### config.mk
export PLATFORM = sky130hd
export DESIGN_NAME = dsm5_modulator
export DESIGN_NICKNAME = d
export VERILOG_FILES = /design/src/rtl/dsm5_pkg.sv /design/src/rtl/dsm5_frame_ctl.sv /design/src/rtl/dsm5_integ.sv /design/src/rtl/dsm5_quant.sv /design/src/rtl/dsm5_modulator.sv
export SDC_FILE = /design/constraint.sdc
export NUM_CORES = 1
export LEC_CHECK = 0
export BUFFER_PORTS_ARGS = -buffer_cell sky130_fd_sc_hd__buf_2
export CAP_MARGIN = 30
export CORE_MARGIN = 2
export CORE_UTILIZATION = 50
export DETAILED_ROUTE_END_ITERATION = 7
export GPL_ROUTABILITY_DRIVEN = 0
export PLACE_DENSITY = 0.68
export SKIP_LAST_GASP = 1
export SYNTH_ARGS = -nofsm -noshare
export SYNTH_HDL_FRONTEND = slang
export SYNTH_SLANG_ARGS = --single-unit
### constraint.sdc
create_clock -name clk -period 9.5 [get_ports clk]
set_clock_uncertainty 0.2 [all_clocks]
set_input_delay 0.475 -clock clk [delete_from_list [all_inputs] [get_ports clk]]
set_output_delay 0.475 -clock clk [all_outputs]
set_load 0.02 [all_outputs]
### src/rtl/dsm5_pkg.sv
package dsm5_pkg;

    localparam int DEF_IN_W      = 18;
    localparam int DEF_GUARD_W   = 8;
    localparam int DEF_TICKS_384 = 6;
    localparam int DEF_TICKS_256 = 8;
    localparam int NUM_INTEG     = 3;

    typedef enum logic [2:0] {
        CODE_NEG2 = 3'd0,
        CODE_NEG1 = 3'd1,
        CODE_MID  = 3'd2,
        CODE_POS1 = 3'd3,
        CODE_POS2 = 3'd4
    } dsm_code_e;

    typedef struct packed {
        dsm_code_e         code;
        logic signed [2:0] level;
    } quant_t;

    function automatic dsm_code_e code_of_level(input logic signed [2:0] lvl);
        logic [2:0] raw;
        raw = lvl + 3'd2;
        return dsm_code_e'(raw);
    endfunction

endpackage

### src/rtl/dsm5_frame_ctl.sv
module dsm5_frame_ctl #(
    parameter int IN_W      = 18,
    parameter int TICKS_384 = 6,
    parameter int TICKS_256 = 8
) (
    input  logic                   clk,
    input  logic                   rst,
    input  logic                   mode_384,
    input  logic                   mod_tick,
    input  logic                   force_mid,
    input  logic                   smp_en,
    input  logic signed [IN_W-1:0] smp_in,
    output logic signed [IN_W-1:0] x_cur
);

    localparam int TICKS_MAX = (TICKS_384 > TICKS_256) ? TICKS_384 : TICKS_256;
    localparam int PH_W      = $clog2(TICKS_MAX + 1);

    logic [PH_W-1:0]        phase_q;
    logic [PH_W-1:0]        last_phase;
    logic signed [IN_W-1:0] stage_q;
    logic signed [IN_W-1:0] live_q;
    logic                   pend_q;
    logic                   frame_start;
    logic                   take;

    assign last_phase  = mode_384 ? PH_W'(TICKS_384 - 1) : PH_W'(TICKS_256 - 1);
    assign frame_start = mod_tick && !force_mid && (phase_q == '0);
    assign take        = frame_start && pend_q;
    assign x_cur       = take ? stage_q : live_q;

    always_ff @(posedge clk) begin
        if (rst || force_mid) begin
            phase_q <= '0;
        end else if (mod_tick) begin
            if (phase_q >= last_phase) phase_q <= '0;
            else                       phase_q <= phase_q + 1'b1;
        end
    end

    always_ff @(posedge clk) begin
        if (rst) begin
            stage_q <= '0;
            live_q  <= '0;
            pend_q  <= 1'b0;
        end else begin
            if (take) live_q <= stage_q;
            if (smp_en) begin
                stage_q <= smp_in;
                pend_q  <= 1'b1;
            end else if (take) begin
                pend_q  <= 1'b0;
            end
        end
    end

    // phase never leaves the longest frame
    p_phase_bound_r5: assert property (@(posedge clk) disable iff (rst)
        phase_q < PH_W'(TICKS_MAX));

    // the live word moves only on a frame's first tick
    p_live_hold_r5: assert property (@(posedge clk) disable iff (rst)
        !frame_start |=> $stable(live_q));

endmodule

### src/rtl/dsm5_integ.sv
module dsm5_integ #(
    parameter int ACC_W = 26
) (
    input  logic                    clk,
    input  logic                    rst,
    input  logic                    clr,
    input  logic                    en,
    input  logic signed [ACC_W-1:0] din,
    output logic signed [ACC_W-1:0] acc
);

    localparam logic signed [ACC_W:0] SAT_HI = $signed({2'b00, {(ACC_W-1){1'b1}}});
    localparam logic signed [ACC_W:0] SAT_LO = $signed({2'b11, {(ACC_W-1){1'b0}}});

    logic signed [ACC_W-1:0] acc_q;
    logic signed [ACC_W:0]   wide_sum;
    logic signed [ACC_W-1:0] acc_nxt;

    assign wide_sum = $signed({acc_q[ACC_W-1], acc_q}) + $signed({din[ACC_W-1], din});

    always_comb begin
        if (wide_sum > SAT_HI)      acc_nxt = {1'b0, {(ACC_W-1){1'b1}}};
        else if (wide_sum < SAT_LO) acc_nxt = {1'b1, {(ACC_W-1){1'b0}}};
        else                        acc_nxt = wide_sum[ACC_W-1:0];
    end

    always_ff @(posedge clk) begin
        if (rst || clr)  acc_q <= '0;
        else if (en)     acc_q <= acc_nxt;
    end

    assign acc = acc_q;

    // a non-negative input never lowers the state (no wrap upward)
    p_no_wrap_up_r8: assert property (@(posedge clk) disable iff (rst)
        (en && !clr && din >= 0) |=> acc_q >= $past(acc_q));

    // a negative input never raises the state (no wrap downward)
    p_no_wrap_dn_r8: assert property (@(posedge clk) disable iff (rst)
        (en && !clr && din < 0) |=> acc_q <= $past(acc_q));

endmodule

### src/rtl/dsm5_quant.sv
module dsm5_quant
    import dsm5_pkg::*;
#(
    parameter int SUM_W  = 29,
    parameter int ACC_W  = 26,
    parameter int LVL_SH = 16
) (
    input  logic signed [SUM_W-1:0] v,
    output quant_t                  q,
    output logic signed [ACC_W-1:0] fb
);

    localparam logic signed [SUM_W-1:0] HALF   =
        {{(SUM_W-LVL_SH){1'b0}}, 1'b1, {(LVL_SH-1){1'b0}}};
    localparam logic signed [SUM_W-1:0] LV_MAX = SUM_W'(2);
    localparam logic signed [SUM_W-1:0] LV_MIN = -LV_MAX;

    logic signed [SUM_W-1:0] biased;
    logic signed [SUM_W-1:0] steps;
    logic signed [2:0]       lvl;

    assign biased = v + HALF;
    assign steps  = biased >>> LVL_SH;

    always_comb begin
        if (steps > LV_MAX)      lvl = 3'sd2;
        else if (steps < LV_MIN) lvl = -3'sd2;
        else                     lvl = steps[2:0];
    end

    assign q.level = lvl;
    assign q.code  = code_of_level(lvl);
    assign fb      = ACC_W'(lvl) <<< LVL_SH;

endmodule

### src/rtl/dsm5_modulator.sv
module dsm5_modulator
    import dsm5_pkg::*;
#(
    parameter int IN_W      = DEF_IN_W,
    parameter int GUARD_W   = DEF_GUARD_W,
    parameter int TICKS_384 = DEF_TICKS_384,
    parameter int TICKS_256 = DEF_TICKS_256
) (
    input  logic                   clk,
    input  logic                   rst,
    input  logic                   mode_384,
    input  logic                   mod_tick,
    input  logic                   force_mid,
    input  logic                   smp_en,
    input  logic signed [IN_W-1:0] smp_in,
    output logic [2:0]             dsm_code
);

    localparam int ACC_W  = IN_W + GUARD_W;
    localparam int SUM_W  = ACC_W + 3;
    localparam int LVL_SH = IN_W - 2;

    logic signed [IN_W-1:0]  x_cur;
    logic signed [ACC_W-1:0] fb;
    logic signed [ACC_W-1:0] loop_err;
    logic signed [ACC_W-1:0] st_in  [NUM_INTEG];
    logic signed [ACC_W-1:0] st_acc [NUM_INTEG];
    logic signed [SUM_W-1:0] x_e, s1_e, s2_e, s3_e, v_sum;
    quant_t                  qr;
    dsm_code_e               code_q;

    dsm5_frame_ctl #(
        .IN_W(IN_W), .TICKS_384(TICKS_384), .TICKS_256(TICKS_256)
    ) u_frame (
        .clk(clk), .rst(rst), .mode_384(mode_384), .mod_tick(mod_tick),
        .force_mid(force_mid), .smp_en(smp_en), .smp_in(smp_in), .x_cur(x_cur)
    );

    assign loop_err = ACC_W'(x_cur) - fb;

    for (genvar k = 0; k < NUM_INTEG; k++) begin : g_stage
        if (k == 0) begin : g_head
            assign st_in[k] = loop_err;
        end else begin : g_chain
            assign st_in[k] = st_acc[k-1];
        end
        dsm5_integ #(.ACC_W(ACC_W)) u_integ (
            .clk(clk), .rst(rst), .clr(force_mid), .en(mod_tick),
            .din(st_in[k]), .acc(st_acc[k])
        );
    end

    assign x_e  = SUM_W'(x_cur);
    assign s1_e = SUM_W'(st_acc[0]);
    assign s2_e = SUM_W'(st_acc[1]);
    assign s3_e = SUM_W'(st_acc[2]);

    // weights 1.5, 0.75, 0.125 place all three loop poles at z = 0.5
    assign v_sum = x_e + s1_e + (s1_e >>> 1) + (s2_e >>> 1) + (s2_e >>> 2) + (s3_e >>> 3);

    dsm5_quant #(.SUM_W(SUM_W), .ACC_W(ACC_W), .LVL_SH(LVL_SH)) u_quant (
        .v(v_sum), .q(qr), .fb(fb)
    );

    always_ff @(posedge clk) begin
        if (rst || force_mid) code_q <= CODE_MID;
        else if (mod_tick)    code_q <= qr.code;
    end

    assign dsm_code = code_q;

    // the code register never holds a value above the top level
    p_code_range_r2: assert property (@(posedge clk) disable iff (rst)
        dsm_code <= 3'd4);

    // without tick or force the code holds
    p_tick_gate_r3: assert property (@(posedge clk) disable iff (rst)
        (!mod_tick && !force_mid) |=> $stable(dsm_code));

    // force parks the output at the midpoint
    p_force_mid_r4: assert property (@(posedge clk) disable iff (rst)
        force_mid |=> dsm_code == 3'd2);

    // a cleared loop with zero input quantizes to the midpoint
    p_zero_rest_r6: assert property (@(posedge clk) disable iff (rst)
        (mod_tick && !force_mid && x_cur == '0 && st_acc[0] == '0
         && st_acc[1] == '0 && st_acc[2] == '0) |=> dsm_code == 3'd2);

endmodule

==> flow_summary.ini <==
[status]
status = finished clean

[timing]
fin_crit_sh = 0.9376
rsz0062_at_grt = no
setup_violations = 0
fin_crit_ns = 8.907
setup_tns_ns = 0
timing.fmax_mhz = 112.3
hold_violations = 0
worst_pin_slew_ns = 1.031
max_slew_margin = 0.3128
slew_viol_final = 0

[final_layout]
area_growth_pct = 8.456
drive_gt1_frac = 0.08571
diodes = 0
fin_nets = 1847
nFillCells = 2477

[clock_network]
clock_path_buffers = 2
clkTransAtPathRegs_ns = 0.06
numClockSinks = 122
cts_buffers = 17
cts_root_buf = clkbuf_16
h-tree-depth = 4
clock_latency_ns = 0.43
hold_buffers = 0
cts_tree = done

[synthesis]
ys_seq_elements = 122
synth_top_area_cell = dfxtp_1
synth.avg_cell_area_um2 = 8.687
syn_inst = 1550
yosysWarnings = 0
synth_area_leaders = dfxtp_1 (18%), fa_1 (17%), ha_1 (14%), inv_1 (6.3%), a21oi_1 (5.1%)
syn_nets = 1835
syn-cell-area_um2 = 13470
synth_cell_type_count = 89
ys.flop_type = dfxtp_1
synth_top_area_frac = 0.1814
synth_edf_count = 0
ys_seq_area_frac = 0.1814
synthArstFlopShare = 0

[setup_path]
crit_path_max_incr_delay_ns = 0.55
reg2reg_depth = 32
crit_type = register to register
critPathSlowestCell = fa_1
start_kind = register
r2r_slack_ns = 0.59
cp.required_ns = 9.66
path_common_cell = fa_1
worstPathMaxFanout = 18
end_kind = register
r2r-end = g_stage[0].u_integ.acc[23]
r2r-start = u_frame.phase_q[3]
crit_path_start = u_frame.phase_q[3]
arrival_ns = 9.07

[routing]
vias_per_cell = 5.730
firstDrtPassIters = 6
drc = 0
wl_mm = 33.62
num_vias = 10980
drtIter0Drc = 803
ant_nets = 0
wire_per_inst_um = 17.55

[floorplan]
ioPinCount = 27
rows = 60
die_h_um = 168.1
fp.dieW_um = 168.1
die_area_um2 = 28260
coreArea_um2 = 26730
floorplan.initialDensity = 0.5038

[placed_design]
numPortBuffers = 26
hpwlAfterDp_mm = 26.11

[hold_path]
hold_path_depth = 3
min_path_type = input port to register
whs_endpoint = u_frame.stage_q[17]
min-delay-start = smp_in[17]

[global_route]
grt_max_degree = 91
antenna_found_initial = 0
grt_use_total = 0.2476
grt_overflow = 0
grt_pass1_wl_mm = 55.81
first_global_vias = 10860

[power]
p_per_area_nw_per_um2 = 309.9
ir_drop_v = 0.0003536
leakagePower_nw = 6.978
total_power_mw = 4.526

[job]
maxCapViolations = 0
[cell type report]
cell class	count	area, um2	area share
Clock inverter	13	118.9	0.008139
Inverter	225	844.6	0.05783
Sequential cell	122	2442	0.1672
Timing Repair Buffer	42	265.3	0.01816
Multi-Input combinational cell	1154	10050	0.6884
Tap cell	341	426.7	0.02922
Clock buffer	19	452.9	0.03101
[synthesized netlist by cell type (7+ instances only)]
master      n
a211oi_1   15
a21o_1     41
a21oi_1   137
a21oi_2    11
a31oi_1    13
and2_1     10
and3_1     14
clkbuf_1   38
dfxtp_1   122
fa_1      111
ha_1      150
inv_1     225
maj3_1     49
mux2i_1    38
nand2_1    75
nand2b_1   13
nand3_1    19
nand4_1     7
nor2_1     82
nor2b_1    17
nor3_1     17
o211ai_1    9
o21a_1     12
o21ai_0   114
o21ai_1     9
o21bai_1    8
xnor2_1    46
xor2_1     35
[through the flow]
step	utilization	instances	hold WS (ns)	instance area, um2	worst slack (ns)
2_1_floorplan	-	1550	0.2560	13470	0.1538
3_3_place_gp	0.5217	1883	0.2678	13940	0.1498
3_5_place_dp	0.5220	1884	0.2690	13950	0.07423
4_1_cts	0.5434	1916	0.08295	14520	0.2399
5_1_grt	0.5464	1916	0.09132	14600	0.003613
6_report	0.5464	1916	0.08983	14600	0.5932
[critical path, delay by kind of cell (launching register included)]
kind | cells | cell delay (ns)
AOI/OAI and AO/OA | 12 | 2.56
xor gates and xnor gates | 1 | 0.09
adders and majority gates | 8 | 3.38
buffers and inverters | 4 | 0.41
DFF | 1 | 0.35
muxes | 1 | 0.28
and+or+nand+nor | 6 | 1.56
[worst max-delay path by stage]
stage                                      end
finish              g_stage[0].u_integ.acc[23]
global route         g_stage[0].u_integ.acc[2]
CTS                 g_stage[0].u_integ.acc[23]
detailed placement  g_stage[0].u_integ.acc[23]
global placement    g_stage[0].u_integ.acc[23]
floorplan           g_stage[0].u_integ.acc[10]
[sequential cells by signal, summed over array words and instances, names as in the netlist]
| name | cells |
|---|---|
| g_stage.u_integ.acc | 78 |
| u_frame.live_q | 18 |
| u_frame.pend_q | 1 |
| dsm_code | 3 |
| u_frame.stage_q | 18 |
| u_frame.phase_q | 4 |
[cell families (layout without fill, tap and decap cells)]
| logic type | count (synthesis) | in the layout | synth area share |
|---|---|---|---|
| and+or+nand+nor | 291 | 291 | 0.1063 |
| adders and majority gates | 310 | 310 | 0.3408 |
| muxes | 39 | 39 | 0.02908 |
| xor gates and xnor gates | 84 | 84 | 0.05798 |
| AOI/OAI and AO/OA | 430 | 430 | 0.2055 |
| DFF | 122 | 122 | 0.1814 |
| buffers and inverters | 274 | 299 | 0.07889 |
[report_power, final]
group	switching [mW]	internal [mW]	total [mW]
clock network	0.263	0.375	0.638
registers	0.118	0.572	0.690
logic	1.83	1.37	3.20
[cells in the final DEF, fill, tap and decap left out, types with 9 or more instances in the layout]
cell type / Yosys / final
a21oi_1: 137 / 134
clkbuf_16: 0 / 17
inv_1: 225 / 225
maj3_1: 49 / 49
nor2b_1: 17 / 17
and3_1: 14 / 14
o21ai_0: 114 / 114
a31oi_1: 13 / 12
nor3_1: 17 / 17
xor2_1: 35 / 35
nand3_1: 19 / 19
o21a_1: 12 / 12
ha_1: 150 / 150
xnor2_1: 46 / 45
buf_2: 3 / 25
a21o_1: 41 / 41
a211oi_1: 15 / 14
dfxtp_1: 122 / 122
nand2_1: 75 / 75
fa_1: 111 / 111
a21oi_2: 11 / 14
buf_4: 4 / 16
o211ai_1: 9 / 9
mux2i_1: 38 / 32
nor2_1: 82 / 81
nand2b_1: 13 / 13
and2_1: 10 / 11
[per-layer routing]
metal	wire length, um	track usage	vias to the layer above
met5	0	0	-
met4	1219	0.09595	0
met3	1329	0.03079	73
met2	16200	0.4260	259
met1	14870	0.3187	5273
li1	-	-	5373
[repair_timing]
action	CTS	global route
endpoints found under the setup margin	0	26
gates resized for setup	0	20
setup buffers	0	0
No activity file was read; power rests on OpenSTA's default activity.
